--- src/rtl/cal_pkg.sv ---
package cal_pkg;
  typedef enum logic [2:0] {
    MODE_NONE = 3'd0,
    MODE_IZS  = 3'd1,
    MODE_IFS  = 3'd2,
    MODE_SZS  = 3'd3,
    MODE_SFS  = 3'd4
  } cal_mode_e;

  typedef enum logic [1:0] {
    SEL_PINS  = 2'd0,
    SEL_SHORT = 2'd1,
    SEL_FSREF = 2'd2
  } in_sel_e;

  typedef enum logic [1:0] {
    ST_IDLE,
    ST_SETTLE,
    ST_WAIT,
    ST_WRAP
  } cal_st_e;
endpackage

--- src/rtl/cal_chan_pick.sv ---
module cal_chan_pick #(
  parameter int NCH = 8,
  localparam int CHW = (NCH > 1) ? $clog2(NCH) : 1
) (
  input  logic [NCH-1:0] en,
  output logic           any,
  output logic [CHW-1:0] idx
);
  always_comb begin
    any = 1'b0;
    idx = '0;
    for (int i = NCH - 1; i >= 0; i--) begin
      if (en[i]) begin
        any = 1'b1;
        idx = CHW'(i);
      end
    end
  end
endmodule

--- src/rtl/cal_timer.sv ---
module cal_timer #(
  parameter int CW = 16,
  parameter int PW = 3
) (
  input  logic          clk,
  input  logic          rst_n,
  input  logic          start,
  input  logic [PW-1:0] periods,
  input  logic [CW-1:0] settle,
  output logic          done
);
  logic [CW-1:0] cyc_q, cyc_d, lim_q, lim_d;
  logic [PW-1:0] per_q, per_d, plast_q, plast_d;
  logic          run_q, run_d;
  logic          wrap;

  assign wrap = run_q && (cyc_q == lim_q - 1'b1);
  assign done = wrap && (per_q == plast_q);

  always_comb begin
    cyc_d   = cyc_q;
    per_d   = per_q;
    lim_d   = lim_q;
    plast_d = plast_q;
    run_d   = run_q;
    if (start) begin
      cyc_d   = '0;
      per_d   = '0;
      lim_d   = (settle == '0) ? CW'(1) : settle;
      plast_d = periods - 1'b1;
      run_d   = 1'b1;
    end else if (run_q) begin
      if (wrap) begin
        cyc_d = '0;
        per_d = per_q + 1'b1;
        if (done) run_d = 1'b0;
      end else begin
        cyc_d = cyc_q + 1'b1;
      end
    end
  end

  always_ff @(posedge clk or negedge rst_n) begin
    if (!rst_n) begin
      cyc_q   <= '0;
      per_q   <= '0;
      lim_q   <= CW'(1);
      plast_q <= '0;
      run_q   <= 1'b0;
    end else begin
      cyc_q   <= cyc_d;
      per_q   <= per_d;
      lim_q   <= lim_d;
      plast_q <= plast_d;
      run_q   <= run_d;
    end
  end
endmodule

--- src/rtl/cal_coef.sv ---
module cal_coef #(
  parameter int            DW       = 24,
  parameter logic [DW-1:0] GAIN_DEF = 24'h555555,
  localparam logic [DW-1:0] OFS_DEF = {1'b1, {(DW-1){1'b0}}}
) (
  input  logic          clk,
  input  logic          rst_n,
  input  logic          ofs_we,
  input  logic          ofs_def_we,
  input  logic          gain_we,
  input  logic [DW-1:0] wdata,
  output logic [DW-1:0] offset_q,
  output logic [DW-1:0] gain_q,
  output logic          gain_upd
);
  logic [DW-1:0] ofs_d, gain_d;

  always_comb begin
    ofs_d = offset_q;
    if (ofs_we)          ofs_d = wdata;
    else if (ofs_def_we) ofs_d = OFS_DEF;
    gain_d = gain_we ? wdata : gain_q;
  end

  always_ff @(posedge clk or negedge rst_n) begin
    if (!rst_n) begin
      offset_q <= OFS_DEF;
      gain_q   <= GAIN_DEF;
      gain_upd <= 1'b0;
    end else begin
      offset_q <= ofs_d;
      gain_q   <= gain_d;
      gain_upd <= gain_we;
    end
  end
endmodule

--- src/rtl/cal_seq.sv ---
module cal_seq
  import cal_pkg::*;
#(
  parameter int            DW       = 24,
  parameter int            CW       = 16,
  parameter int            NCH      = 8,
  parameter logic [DW-1:0] GAIN_DEF = 24'h555555,
  localparam int           CHW      = (NCH > 1) ? $clog2(NCH) : 1
) (
  input  logic           clk,
  input  logic           rst_n,
  input  logic           mode_wr,
  input  logic [2:0]     mode_val,
  input  logic [2:0]     gain_code,
  input  logic           full_power,
  input  logic [NCH-1:0] chan_en,
  input  logic [CW-1:0]  settle_cycles,
  input  logic           err_clr,
  input  logic           ofs_rst_wr,
  input  logic           filt_valid,
  input  logic [DW-1:0]  filt_data,
  output logic           ready,
  output logic           err,
  output logic [1:0]     in_sel,
  output logic [CHW-1:0] cal_chan,
  output logic           res_wait,
  output logic [DW-1:0]  offset_q,
  output logic [DW-1:0]  gain_q,
  output logic           gain_upd
);
  localparam logic [DW-1:0] OFS_DEF = {1'b1, {(DW-1){1'b0}}};

  // reset: asserted asynchronously, released on a clock edge
  logic rs_meta, rs_n;
  always_ff @(posedge clk or negedge rst_n) begin
    if (!rst_n) begin
      rs_meta <= 1'b0;
      rs_n    <= 1'b0;
    end else begin
      rs_meta <= 1'b1;
      rs_n    <= rs_meta;
    end
  end

  cal_st_e        st_q, st_d;
  cal_mode_e      mode_q, mode_d;
  logic [1:0]     sel_q, sel_d;
  logic [CHW-1:0] chan_q, chan_d;
  logic           err_q, err_d;

  logic           ch_any;
  logic [CHW-1:0] ch_idx;
  logic           code_ok, ifs_bad, legal, idle, accept, refuse;
  logic           cap, zero_scale, tmr_done;
  logic [2:0]     periods;
  cal_mode_e      req_mode;

  cal_chan_pick #(.NCH(NCH)) i_pick (
    .en  (chan_en),
    .any (ch_any),
    .idx (ch_idx)
  );

  always_comb begin
    req_mode = cal_mode_e'(mode_val);
    code_ok  = (mode_val >= 3'd1) && (mode_val <= 3'd4);
    ifs_bad  = (req_mode == MODE_IFS) &&
               (full_power || (gain_code == 3'd0) || (offset_q != OFS_DEF));
    legal    = code_ok && ch_any && !ifs_bad;
    idle     = (st_q == ST_IDLE);
    accept   = mode_wr && idle && legal;
    refuse   = mode_wr && idle && !legal;
    periods  = ((req_mode == MODE_IFS) && (gain_code != 3'd0)) ? 3'd4 : 3'd1;
    cap        = (st_q == ST_WAIT) && filt_valid;
    zero_scale = (mode_q == MODE_IZS) || (mode_q == MODE_SZS);
  end

  cal_timer #(.CW(CW), .PW(3)) i_timer (
    .clk     (clk),
    .rst_n   (rs_n),
    .start   (accept),
    .periods (periods),
    .settle  (settle_cycles),
    .done    (tmr_done)
  );

  cal_coef #(.DW(DW), .GAIN_DEF(GAIN_DEF)) i_coef (
    .clk        (clk),
    .rst_n      (rs_n),
    .ofs_we     (cap && zero_scale),
    .ofs_def_we (ofs_rst_wr && idle),
    .gain_we    (cap && !zero_scale),
    .wdata      (filt_data),
    .offset_q   (offset_q),
    .gain_q     (gain_q),
    .gain_upd   (gain_upd)
  );

  always_comb begin
    st_d   = st_q;
    mode_d = mode_q;
    sel_d  = sel_q;
    chan_d = chan_q;
    err_d  = err_q;
    if (err_clr) err_d = 1'b0;
    if (refuse)  err_d = 1'b1;
    unique case (st_q)
      ST_IDLE: begin
        if (accept) begin
          st_d   = ST_SETTLE;
          mode_d = req_mode;
          chan_d = ch_idx;
          unique case (req_mode)
            MODE_IZS: sel_d = SEL_SHORT;
            MODE_IFS: sel_d = SEL_FSREF;
            default:  sel_d = SEL_PINS;
          endcase
        end
      end
      ST_SETTLE: if (tmr_done) st_d = ST_WAIT;
      ST_WAIT:   if (cap)      st_d = ST_WRAP;
      ST_WRAP: begin
        st_d  = ST_IDLE;
        sel_d = SEL_PINS;
      end
      default: st_d = ST_IDLE;
    endcase
  end

  always_ff @(posedge clk or negedge rs_n) begin
    if (!rs_n) begin
      st_q   <= ST_IDLE;
      mode_q <= MODE_NONE;
      sel_q  <= SEL_PINS;
      chan_q <= '0;
      err_q  <= 1'b0;
    end else begin
      st_q   <= st_d;
      mode_q <= mode_d;
      sel_q  <= sel_d;
      chan_q <= chan_d;
      err_q  <= err_d;
    end
  end

  assign ready    = (st_q != ST_IDLE);
  assign res_wait = (st_q == ST_WAIT);
  assign in_sel   = sel_q;
  assign cal_chan = chan_q;
  assign err      = err_q;
endmodule

--- config.mk ---
export PLATFORM = sky130hd
export DESIGN_NAME = cal_seq
export DESIGN_NICKNAME = d
export VERILOG_FILES = /design/src/rtl/cal_pkg.sv /design/src/rtl/cal_chan_pick.sv /design/src/rtl/cal_timer.sv /design/src/rtl/cal_coef.sv /design/src/rtl/cal_seq.sv
export SDC_FILE = /design/constraint.sdc
export NUM_CORES = 1
export LEC_CHECK = 0
export ABC_CLOCK_PERIOD_IN_PS = 8600
export CORE_ASPECT_RATIO = 1.1
export CORE_MARGIN = 4
export CORE_UTILIZATION = 46
export CTS_CLUSTER_SIZE = 20
export DETAILED_ROUTE_END_ITERATION = 12
export GPL_ROUTABILITY_DRIVEN = 0
export GPL_TIMING_DRIVEN = 0
export HOLD_SLACK_MARGIN = 0.02
export PLACE_DENSITY = 0.73
export SETUP_SLACK_MARGIN = 0.5
export SLEW_MARGIN = 20
export SYNTH_ARGS = -nofsm -noshare
export SYNTH_HDL_FRONTEND = slang
export SYNTH_HIERARCHICAL = 1
export SYNTH_SLANG_ARGS = --single-unit
--- constraint.sdc ---
create_clock -name clk -period 8.6 [get_ports clk]
set_input_delay 2.58 -clock clk [delete_from_list [all_inputs] [get_ports clk]]
set_output_delay 2.58 -clock clk [all_outputs]
set_load 0.005 [all_outputs]
* Word level (Yosys, flattened, before mapping)
Cells that the tools add are included.
** Storage, ports and cells
- Register bits after elaboration :: 101
- Bits of input ports :: 61
** Cells by class
- $add $sub $neg :: 4
- Equality and inequality tests :: 13
- Multiplexer cells :: 39
- Reduce and logical (&&, ||, !) cells :: 34
- Magnitude comparators :: 2
** Operators with widths (number)
- two-way mux 16 bit :: 4
- two-way mux 24 bit :: 2
- two-way mux 3 bit :: 12
- inequality test 24 bit (second input constant) :: 1
- adder 16 x 1 -> 16 bit (second input constant) :: 1
- equality test 16 bit :: 1
- zero test 16 bit :: 1
- subtractor 16 x 1 -> 16 bit (second input constant) :: 1
- logical AND 1 bit :: 14
- two-way mux 1 bit :: 14
- nonzero test 2 bit :: 6
- two-way mux 2 bit :: 4
- one-hot mux 2 bit (2 select lines) :: 2
- one-hot mux 2 bit (4 select lines) :: 1
- equality test 3 x 1 -> 1 bit (second input constant) :: 2
- equality test 3 x 2 -> 1 bit (second input constant) :: 2
- inequality test 2 x 1 -> 1 bit (second input constant) :: 3
- AND reduction 2 bit :: 3
- equality test 2 bit (second input constant) :: 2
- adder 3 x 1 -> 3 bit (second input constant) :: 1
- equality test 3 bit :: 1
- >= comparator 3 x 1 -> 1 bit (second input constant) :: 1
- <= comparator 3 bit (second input constant) :: 1
- zero test 1 bit :: 3
- other kinds (7) :: 9

* Longest topological paths before layout
Gate-level depths: netlist of the first run.
- Word-level depth :: 13
- Depth in mapped cells :: 13

* Hierarchy
The synthesis of the first run kept the hierarchy.
** Modules (own cells, without submodules)
- cal_timer :: instances 1, cells an instance 248, area an instance 2361.0 sq um
- cal_coef :: instances 1, cells an instance 108, area an instance 1916.8 sq um
- cal_seq :: instances 1, cells an instance 85, area an instance 862.1 sq um
- cal_chan_pick :: instances 1, cells an instance 13, area an instance 80.1 sq um

* Worst setup path before layout of the first run
OpenSTA, ideal clock, no wires.
- Path type :: input to register
- Start :: input port full_power
- End :: register i_timer.lim_q[10]
- Setup slack :: 4.018 ns
- Data arrival time :: 4.458 ns
- Required time :: 8.475 ns
- Library setup time :: 0.125 ns
- Stages :: 8
- Path buffers :: 2
- Cells stage by stage :: nor4b_2 > nand4_2 > nor3_4 > o21ai_4 > inv_1 > clkbuf_1 > clkbuf_1 > mux2_2
** On the way
- Cells in the longest elaborated chain, start to end :: 6
** RTL lines
- from (decl) :: RTL line cal_seq.sv:15 : input logic full_power,
- logical OR 1 bit (2 in series) :: RTL line cal_seq.sv:68 : (full_power || (gain_code == 3'd0) || (offset_q != OFS_DEF));
- logical AND 1 bit :: RTL line cal_seq.sv:67 : ifs_bad = (req_mode == MODE_IFS) &&
- zero test 1 bit :: RTL line cal_seq.sv:69 : legal = code_ok && ch_any && !ifs_bad;
- logical AND 1 bit :: RTL line cal_seq.sv:69
- logical AND 1 bit :: RTL line cal_seq.sv:71 : accept = mode_wr && idle && legal;
- net accept :: RTL line cal_seq.sv:53 : logic code_ok, ifs_bad, legal, idle, accept, refuse;
- to (signal assigned) :: RTL line cal_timer.sv:53 : lim_q <= lim_d;
- to (decl) :: RTL line cal_timer.sv:12 : logic [CW-1:0] cyc_q, cyc_d, lim_q, lim_d;
The timed path passes the listed nets, and every way through them passes these cells.
A chain may end at the register's enable or synchronous reset.

* Final worst setup path of the first run
- Start :: input port mode_val[1]
- End :: register i_timer.lim_q[11]
** On the way
- Cells in the longest elaborated chain, start to end :: 5
** RTL lines
- from (decl) :: RTL line cal_seq.sv:13 : input logic [2:0] mode_val,
- >= comparator 3 x 1 -> 1 bit, or another cell as far along :: RTL line cal_seq.sv:66 : code_ok = (mode_val >= 3'd1) && (mode_val <= 3'd4);
- logical AND 1 bit, on equally long branches :: RTL line cal_seq.sv:66, cal_seq.sv:67
- logical AND 1 bit / zero test 1 bit (equally long branches) :: RTL line cal_seq.sv:69
- logical AND 1 bit (*) :: RTL line cal_seq.sv:69
- logical AND 1 bit (*) :: RTL line cal_seq.sv:71
- net accept :: RTL line cal_seq.sv:53
The timed path passes the listed nets; every way through them passes the cells marked *.

==> flow_metrics.tcl, run 1 <==
set metrics [dict create \
    yosys-top-cells-count "86 x dfrtp_1, 39 x nor2_1, 23 x a22o_1, 23 x mux2_4, 22 x nand2_1" \
    combPwrFrac_pct 4.8 \
    fillerInstances 879 \
    diodes 0 \
    synth_top_area_share_pct 41.2 \
    cts_made_buffers 9 \
    grt_pass1_wl_um 21300 \
    cts_tree "yes" \
    finClkSkew_ns 0.00857 \
    syn_inst 454 \
    dieArea_sq_um 13100 \
    antenna_found_initial 0 \
    syn_nets 524 \
    core_region_area_sq_um 11000 \
    placementRows 40 \
    p_sw_uw 211 \
    seqCellArea_sq_um 2520 \
    startpoint_type "input pin" \
    synth.most_common_cell "dfrtp_1" \
    port_buffers 117 \
    tightest_slew_ns 0.605 \
    drive_gt1_share_pct 18.0 \
    clk_pin_slew_worst_paths_ns 0.07 \
    vias 3974 \
    dr.pass1.iters 4 \
    htreeDepth 3 \
    leakagePower_uw 0.00305 \
    status "completed" \
    io_pins 118 \
    yosys_warnings 6 \
    power.share.sequential_pct 47.1 \
    fin_crit_sh_pct 60.0 \
    crit_type "in2reg" \
    rsz0062_at_grt "no" \
    vias_per_cell 5.41 \
    swShare_pct 21.0 \
    netlist_area_sq_um 5220 \
    ir_worst_vdd_mv 0.110 \
    initial_core_util_pct 47.4 \
    dp_hpwl_um 9580 \
    hp-class "reg2async" \
    fin_nets 653 \
    synth_edf_count 0 \
    endpoint_kind "flop" \
    cts-resized-gates 0 \
    yosys.area.top_type "dfrtp_1" \
    drc_errors 0 \
    synth_ff_type "dfrtp_1" \
    finalSetupViolCount 0 \
    grt_remaining_overflow 0 \
    ant_nets 0 \
    period_needed_ns 5.16 \
    cts_setup_buffers 0 \
    postSynthAreaPerCell_sq_um 11.5 \
    holdBufCountCts 0 \
    die_width_um 110 \
    relSlewSlack_pct 59.7 \
    cap_violations 0 \
    p_int_uw 796 \
    path_max_fanout 10 \
    area_growth_pct 33.4 \
    seq_area_frac_synth_pct 48.3 \
    hold_viol 0 \
    fin_total_pwr_uw 1010 \
    synth_cell_types 71 \
    grt_max_degree 55 \
    finalMaxSlewViolations 0 \
    required_ns 8.84 \
    cts.sinks 100 \
    synth_seq_cells 100 \
    grt_pass1_vias 4363 \
    cp.arrival_ns 5.40 \
    fp.dieH_um 120 \
    grtUsageTotal_pct 21.0 \
    synth_area_leaders "dfrtp_1 41%, dfstp_2 7.0%, mux2_4 6.6%, mux2_2 3.9%, a22o_1 3.9%" \
    multiInputGateArea_sq_um 2480 \
    wl_per_cell_um 17.7 \
    totalWireLength_um 13000 \
    max_freq_mhz 194 \
    cts_max_path_buffers 2 \
    drt-initial-drc-count 171 \
    synthArstFlopShare_pct 100 \
    pwr_density_cell_nw_per_um2 145 \
    cts-root-buf "clkbuf_16" \
    tns_ns 0 \
    clock_latency_ns 0.36 \
    p_clk_share_pct 48.1 \
]
final timing paths:
kind / cells after the start / start / slack, ns / endpoint
worst max-delay path: 9 / mode_val[1] / 3.44 / i_timer/lim_q[11]
worst min-delay path: 0 / rs_n / 0.35 / i_timer/lim_q[7]
worst max register to register: 13 / i_timer/lim_q[1] / 5.11 / st_q[1]
worst min register to register: 0 / rs_n / 0.35 / i_timer/lim_q[7]
max in group asynchronous: 1 / rst_n / 6.09 / rs_n
min in group clk: 0 / rs_meta / 0.36 / rs_n
worst max-delay path: stages:
cell             delay, ns
clkdlybuf4s50_1       0.51
nor4b_2               0.24
nand4_2               0.21
nor3_4                0.33
o21ai_4               0.13
inv_1                 0.09
clkbuf_1              0.42
clkbuf_1              0.49
mux2_2                0.40
stage by stage:
stage          setup slack [ns]  instance area (sq um)  utilization (%)  cells  hold slack (ns)
5_1_grt                    3.22                   6960             63.2    735            0.382
3_5_place_dp               3.04                   6610             60.0    719            0.336
4_1_cts                    3.42                   6960             63.2    735            0.363
3_3_place_gp               3.08                   6580             59.7    718            0.339
6_report                   3.44                   6960             63.2    735            0.348
2_1_floorplan              4.02                   5220                -    454            0.331
sequential cells by signal, summed over array words and instances, names as in the netlist:
| signal | flops |
|---|---|
| in_sel | 2 |
| mode_q | 2 |
| rs_n | 1 |
| i_coef/gain_upd | 1 |
| rs_meta | 1 |
| i_timer/lim_q | 16 |
| i_timer/cyc_q | 16 |
| st_q | 2 |
| i_coef/offset_q | 24 |
| i_timer/run_q | 1 |
| i_timer/plast_q | 3 |
| i_coef/gain_q | 24 |
| err | 1 |
| i_timer/per_q | 3 |
| cal_chan | 3 |
routing by layer:
layer	wire length [um]	up-vias	global-route usage [%]
li1	-	1890	-
met1	5090	1960	23.3
met2	6790	105	36.5
met3	957	19	8.18
met4	196	0	6.47
met5	0	-	0
layout make-up:
| type | count | area share, % |
|---|---|---|
| Timing Repair Buffer | 118 | 17.2 |
| Clock inverter | 6 | 1.71 |
| Multi-Input combinational cell | 315 | 35.6 |
| Buffer | 19 | 2.05 |
| Sequential cell | 100 | 36.2 |
| Clock buffer | 10 | 3.43 |
| Inverter | 20 | 1.08 |
| Tap cell | 147 | 2.64 |
cell families after synthesis:
group / synth area share [%]
AND/OR/NAND/NOR: 16.4
flip-flops: 48.3
AO/OA/AOI/OAI: 10.9
multiplexers: 11.7
buffers and inverters: 4.17
XOR/XNOR: 6.21
adder cells (fa/ha/maj): 2.16
other: 0.144
power groups by stage:
stage	sequential [uW]	clock, uW	combinational (uW)
after detailed placement	484	0	48.1
after floorplan	486	0	7.21
after CTS	475	489	48.4
after global routing	476	511	52.1
after global placement	489	0	40.3
final	475	484	48.2
layout by cell type, fill, tap and decap left out, types with 9 or more instances in the layout:
master / n
dfrtp_1: 85
o21ai_0: 12
inv_1: 20
clkbuf_16: 9
mux2_2: 18
dfstp_2: 14
a22o_1: 23
ha_1: 9
mux2_4: 23
xor2_1: 17
clkdlybuf4s50_1: 117
nor2_1: 39
nand2_1: 22
nand3_1: 14
xnor2_1: 20
nor3_1: 9
No activity file was read; power rests on OpenSTA's default activity.
==> run 2: changes to the inputs <==
--- a/config.mk
+++ b/config.mk
@@ -5,7 +5,7 @@
 export SDC_FILE = /design/constraint.sdc
 export NUM_CORES = 1
 export LEC_CHECK = 0
-export ABC_CLOCK_PERIOD_IN_PS = 8600
+export ABC_CLOCK_PERIOD_IN_PS = 4200
 export CORE_ASPECT_RATIO = 1.1
 export CORE_MARGIN = 4
 export CORE_UTILIZATION = 46
@@ -14,7 +14,7 @@
 export GPL_ROUTABILITY_DRIVEN = 0
 export GPL_TIMING_DRIVEN = 0
 export HOLD_SLACK_MARGIN = 0.02
-export PLACE_DENSITY = 0.73
+export PLACE_DENSITY = 0.76
 export SETUP_SLACK_MARGIN = 0.5
 export SLEW_MARGIN = 20
 export SYNTH_ARGS = -nofsm -noshare
==> constraint.sdc (replaced) <==
create_clock -name clk -period 4.2 [get_ports clk]
set_input_delay 1.26 -clock clk [delete_from_list [all_inputs] [get_ports clk]]
set_output_delay 1.26 -clock clk [all_outputs]
set_load 0.005 [all_outputs]
==> flow_metrics.tcl, run 2 (synthesis gave the netlist of run 1 again) <==
set metrics [dict create \
    dr.pass1.iters 4 \
    diodes 0 \
    port_buffers 117 \
    setup_slack_ns 0.641 \
    hold_viol 0 \
    drive_gt1_share_pct 19.4 \
    r2r_end "st_q[1]" \
    required_ns 4.42 \
    fin_cells 739 \
    fin_nets 657 \
    clk_pin_slew_worst_paths_ns 0.07 \
    final_common_cell "clkdlybuf4s50_1" \
    dp.cells 719 \
    fp.dieH_um 120 \
    worstRegToRegCells 13 \
    leakagePower_uw 0.00305 \
    cp_num_cells 9 \
    crit_type "in2reg" \
    startpoint_type "input pin" \
    dieArea_sq_um 13100 \
    cp.arrival_ns 3.78 \
    io_pins 118 \
    finalMaxSlewViolations 0 \
    cts.sinks 100 \
    fillerInstances 853 \
    met1_usage_pct 24.3 \
    tightest_slew_ns 0.726 \
    path_buf_inv 4 \
    finClkSkew_ns 0.00724 \
    combPwrFrac_pct 5.1 \
    grt_max_degree 54 \
    drt-initial-drc-count 134 \
    die_width_um 110 \
    status "completed" \
    cts_made_buffers 9 \
    reg_top3 "i_coef/gain_q (24), i_coef/offset_q (24)" \
    final_cell_mix "117 x clkdlybuf4s50_1, 85 x dfrtp_1, 38 x nor2_1" \
    cap_violations 0 \
    cts-root-buf "clkbuf_16" \
    endpoint_kind "flop" \
    critPathSlowestCell "clkdlybuf4s50_1" \
    max_freq_mhz 281 \
    ant_nets 0 \
    hp-class "reg2reg" \
    dp_hpwl_um 9850 \
    grt_pass1_wl_um 21500 \
    path_delay_family "buffers and inverters" \
    cts_max_path_buffers 2 \
    place_ws_ns -0.0865 \
    swShare_pct 21.1 \
    power.share.sequential_pct 51.0 \
    finalCoreUtilization_pct 63.2 \
    period_needed_ns 3.56 \
    p_clk_share_pct 43.9 \
    grt_busiest_layer "met2" \
    vias_per_cell 5.40 \
    area_growth_pct 33.3 \
    grtUsageTotal_pct 20.8 \
    p_sw_uw 402 \
    grt_util_met3_pct 6.89 \
    grt_pass1_vias 4339 \
    fin_crit_sh_pct 84.7 \
    ir_worst_vdd_mv 0.222 \
    initial_core_util_pct 47.4 \
    reg2reg_from "i_timer/lim_q[1]" \
    tns_ns 0 \
    worstPathCellList "clkdlybuf4s50_1, nor4b_2, nand4_2, nor3_4, o21ai_4, inv_1, buf_2, clkbuf_2, mux2_2" \
    totalWireLength_um 12900 \
    clock_latency_ns 0.34 \
    htreeDepth 3 \
    cts_tree "yes" \
    p_int_uw 1510 \
    seqCellArea_sq_um 2520 \
    path_max_fanout 10 \
    placementRows 40 \
    holdBufCountCts 0 \
    vias 3988 \
    rsz0062_at_grt "no" \
    wl_per_cell_um 17.5 \
    drc_errors 0 \
    ff2ff_setup_slack_ns 0.74 \
    critPathMaxStageDelay_ns 0.53 \
    multiInputGateArea_sq_um 2490 \
    antenna_found_initial 0 \
    crit_end "i_timer/lim_q[12]" \
    relSlewSlack_pct 51.6 \
    pwr_density_cell_nw_per_um2 275 \
    grt_remaining_overflow 0 \
    use_met2_pct 36.5 \
    finalSetupViolCount 0 \
    core_region_area_sq_um 11000 \
    critPathLaunch "mode_val[1]" \
]
## run 2: worst register-to-register path, stage by stage (launching register included)
cell	delay (ns)
dfrtp_1	0.42
inv_1	0.09
ha_1	0.20
or4b_1	0.44
clkbuf_1	0.22
nor4_4	0.23
mux2_1	0.37
a22oi_1	0.18
a211o_2	0.24
nor3_2	0.08
o221ai_1	0.25
o22ai_1	0.14
nor2_2	0.16
mux2_1	0.33
## run 2: routing by layer
layer	vias up	routed length, um
met5	-	0
met4	0	150
met3	12	859
met2	108	6670
met1	1976	5250
li1	1892	-
## run 2: final cells by class
class	instances	share of cell area (%)
flip-flops and latches	100	36.3
clock inverters	4	0.809
multi-input cells	315	35.8
plain buffers	19	2.12
repair buffers	122	17.7
well taps	147	2.64
inverters	20	1.13
clock buffers	12	3.54
## run 2: how the worst min path moves through the flow
| stage | from | endpoint | slack (ns) | cells after the start |
|---|---|---|---|---|
| after floorplan | rs_meta | rs_n | 0.33 | 0 |
| after global placement | rs_meta | rs_n | 0.34 | 0 |
| after detailed placement | rs_meta | rs_n | 0.34 | 0 |
| after CTS | rs_meta | rs_n | 0.37 | 0 |
| after global routing | rs_meta | rs_n | 0.38 | 0 |
| final | rs_meta | rs_n | 0.37 | 0 |
## run 2: what timing repair did
item,CTS,global route
resized for setup,2,7
setup endpoints to repair,19,11
pin swaps,0,1
buffers inserted,0,4
## run 2: power groups by stage
stage / sequential [uW] / combinational (uW) / clock [uW]
after floorplan: 996 / 14.8 / 0
after global placement: 1000 / 83.3 / 0
after detailed placement: 993 / 97.7 / 0
after CTS: 975 / 98.1 / 861
after global routing: 976 / 105 / 911
final: 975 / 97.5 / 839
## run 2: metrics by stage
stage,hold WS (ns),cell area (sq um),power [uW]
after floorplan,0.331,5220,1010
after global placement,0.339,6580,1080
after detailed placement,0.343,6610,1090
after CTS,0.368,6910,1930
after global routing,0.383,6960,1990
final,0.365,6960,1910
==> run 3: changes to the inputs <==
--- a/config.mk
+++ b/config.mk
@@ -5,7 +5,7 @@
 export SDC_FILE = /design/constraint.sdc
 export NUM_CORES = 1
 export LEC_CHECK = 0
-export ABC_CLOCK_PERIOD_IN_PS = 4200
+export ABC_CLOCK_PERIOD_IN_PS = 3400
 export CORE_ASPECT_RATIO = 1.1
 export CORE_MARGIN = 4
 export CORE_UTILIZATION = 46
@@ -14,7 +14,7 @@
 export GPL_ROUTABILITY_DRIVEN = 0
 export GPL_TIMING_DRIVEN = 0
 export HOLD_SLACK_MARGIN = 0.02
-export PLACE_DENSITY = 0.76
+export PLACE_DENSITY = 0.73
 export SETUP_SLACK_MARGIN = 0.5
 export SLEW_MARGIN = 20
 export SYNTH_ARGS = -nofsm -noshare
==> constraint.sdc (replaced) <==
create_clock -name clk -period 3.4 [get_ports clk]
set_input_delay 1.02 -clock clk [delete_from_list [all_inputs] [get_ports clk]]
set_output_delay 1.02 -clock clk [all_outputs]
set_load 0.005 [all_outputs]
==> flow_metrics.tcl, run 3 (synthesis gave the netlist of run 1 again) <==
set metrics [dict create \
    status "completed" \
    reg_top3 "i_coef/gain_q (24), i_coef/offset_q (24)" \
    ir_worst_vdd_mv 0.281 \
    final_common_cell "clkdlybuf4s50_1" \
    crit_type "reg2reg" \
    hp-class "reg2async" \
    dp_hpwl_um 9520 \
    grt_busiest_layer "met2" \
    hold_slack_ns 0.352 \
    placed_area_sq_um 6630 \
    htreeDepth 3 \
    holdBufCountCts 0 \
    grt_remaining_overflow 0 \
    cts.sinks 100 \
    drive_gt1_share_pct 24.6 \
    initial_core_util_pct 47.4 \
    leakagePower_uw 0.00318 \
    diodes 0 \
    cp.arrival_ns 3.41 \
    final_area_sq_um 7210 \
    antenna_found_initial 0 \
    path_buf_inv 3 \
    drc_errors 0 \
    grtUsageTotal_pct 21.4 \
    cts_tree "yes" \
    die_width_um 110 \
    clock_latency_ns 0.34 \
    tightest_slew_ns 0.623 \
    use_met2_pct 36.4 \
    path_max_fanout 5 \
    grt_max_degree 55 \
    core_region_area_sq_um 11000 \
    path_delay_family "simple AND/OR/NAND/NOR gates" \
    cts_made_buffers 9 \
    max_freq_mhz 314 \
    dp.cells 719 \
    tns_ns 0 \
    dr.pass1.iters 4 \
    required_ns 3.62 \
    period_needed_ns 3.19 \
    dieArea_sq_um 13100 \
    startpoint_type "flop" \
    area_growth_pct 38.2 \
    fin_crit_sh_pct 93.8 \
    placementRows 40 \
    hold_viol 0 \
    wl_per_cell_um 17.6 \
    critPathMaxStageDelay_ns 0.46 \
    clk_pin_slew_worst_paths_ns 0.07 \
    cts_max_path_buffers 2 \
    fin_nets 670 \
    critPathSlowestCell "or4b_4" \
    ant_nets 0 \
    fin_cells 752 \
    finClkSkew_ns 0.00630 \
    vias 4078 \
    grt_util_met3_pct 8.23 \
    drt-initial-drc-count 182 \
    rsz0062_at_grt "yes" \
    vias_per_cell 5.42 \
    cts-root-buf "clkbuf_16" \
    pwr_density_cell_nw_per_um2 315 \
    totalWireLength_um 13200 \
    grt_pass1_wl_um 22000 \
    fillerInstances 847 \
    met1_usage_pct 24.7 \
    port_buffers 117 \
    worstPathCellList "inv_2, ha_4, or4b_4, buf_8, buf_4, o41a_1, a211o_1, nor3_4, o221ai_2, nor4_2, nor2_2, mux2_1" \
    finalSetupViolCount 0 \
    finalMaxSlewViolations 0 \
    endpoint_kind "flop" \
    place_ws_ns -0.279 \
    relSlewSlack_pct 58.5 \
    setup_slack_ns 0.211 \
    grt_pass1_vias 4468 \
    cap_violations 0 \
    fp.dieH_um 120 \
    final_cell_mix "112 x clkdlybuf4s50_1, 85 x dfrtp_1, 38 x nor2_1" \
    io_pins 118 \
]
[run 3: cell types whose count changed in the layout (fill, tap and decap cells not counted), sizes merged]
| cell | before | now |
|---|---|---|
| clkdlybuf4s50 | 117 | 112 |
| clkinv | 1 | 3 |
| clkbuf | 19 | 18 |
| dlymetal6s2s | 0 | 5 |
| clkinvlp | 1 | 0 |
| bufinv | 1 | 0 |
| buf | 17 | 31 |
[run 3: layer usage]
layer,wire (um),vias up
li1,-,1925
met1,5230,1993
met2,6740,144
met3,1050,16
met4,199,0
met5,0,-
[run 3: worst paths after layout]
path                             startpoint  slack (ns)  cells past startpoint           endpoint
setup / recovery           i_timer/lim_q[1]        0.21                     12            st_q[1]
hold / removal                         rs_n        0.35                      0  i_timer/lim_q[11]
setup reg to reg           i_timer/lim_q[1]        0.21                     12            st_q[1]
hold reg to reg                        rs_n        0.35                      0  i_timer/lim_q[11]
max in group asynchronous              rs_n        2.31                      1  i_coef/gain_q[20]
min in group clk                    rs_meta        0.35                      0               rs_n
[run 3: power breakdown]
group / leakage, uW / internal, uW / switching (uW)
sequential: 0.00131 / 1190 / 10.8
combinational: 0.00174 / 75.0 / 47.6
clock: 0.000137 / 516 / 428
[run 3: cell type report]
cell class                      instances  area [sq um]  area share, %
Tap cell                              147           184           2.55
Inverter                               20          75.1           1.04
Buffer                                 19           188           2.60
Clock buffer                           12           246           3.42
Timing Repair Buffer                  135          1340           18.6
Clock inverter                          4          23.8          0.330
Multi-Input combinational cell        315          2630           36.5
Sequential cell                       100          2520           35.0
[run 3: timing repair]
action | 4_1_cts | 5_1_grt
resized for setup | 31 | 15
buffers inserted | 14 | 3
pin swaps | 10 | 14
setup endpoints to repair | 41 | 34
[run 3: metrics by stage]
stage / total power, uW / util, %
2_1_floorplan: 1250 / -
3_3_place_gp: 1340 / 60.0
3_5_place_dp: 1350 / 60.2
4_1_cts: 2300 / 64.8
5_1_grt: 2370 / 65.5
6_report: 2270 / 65.5
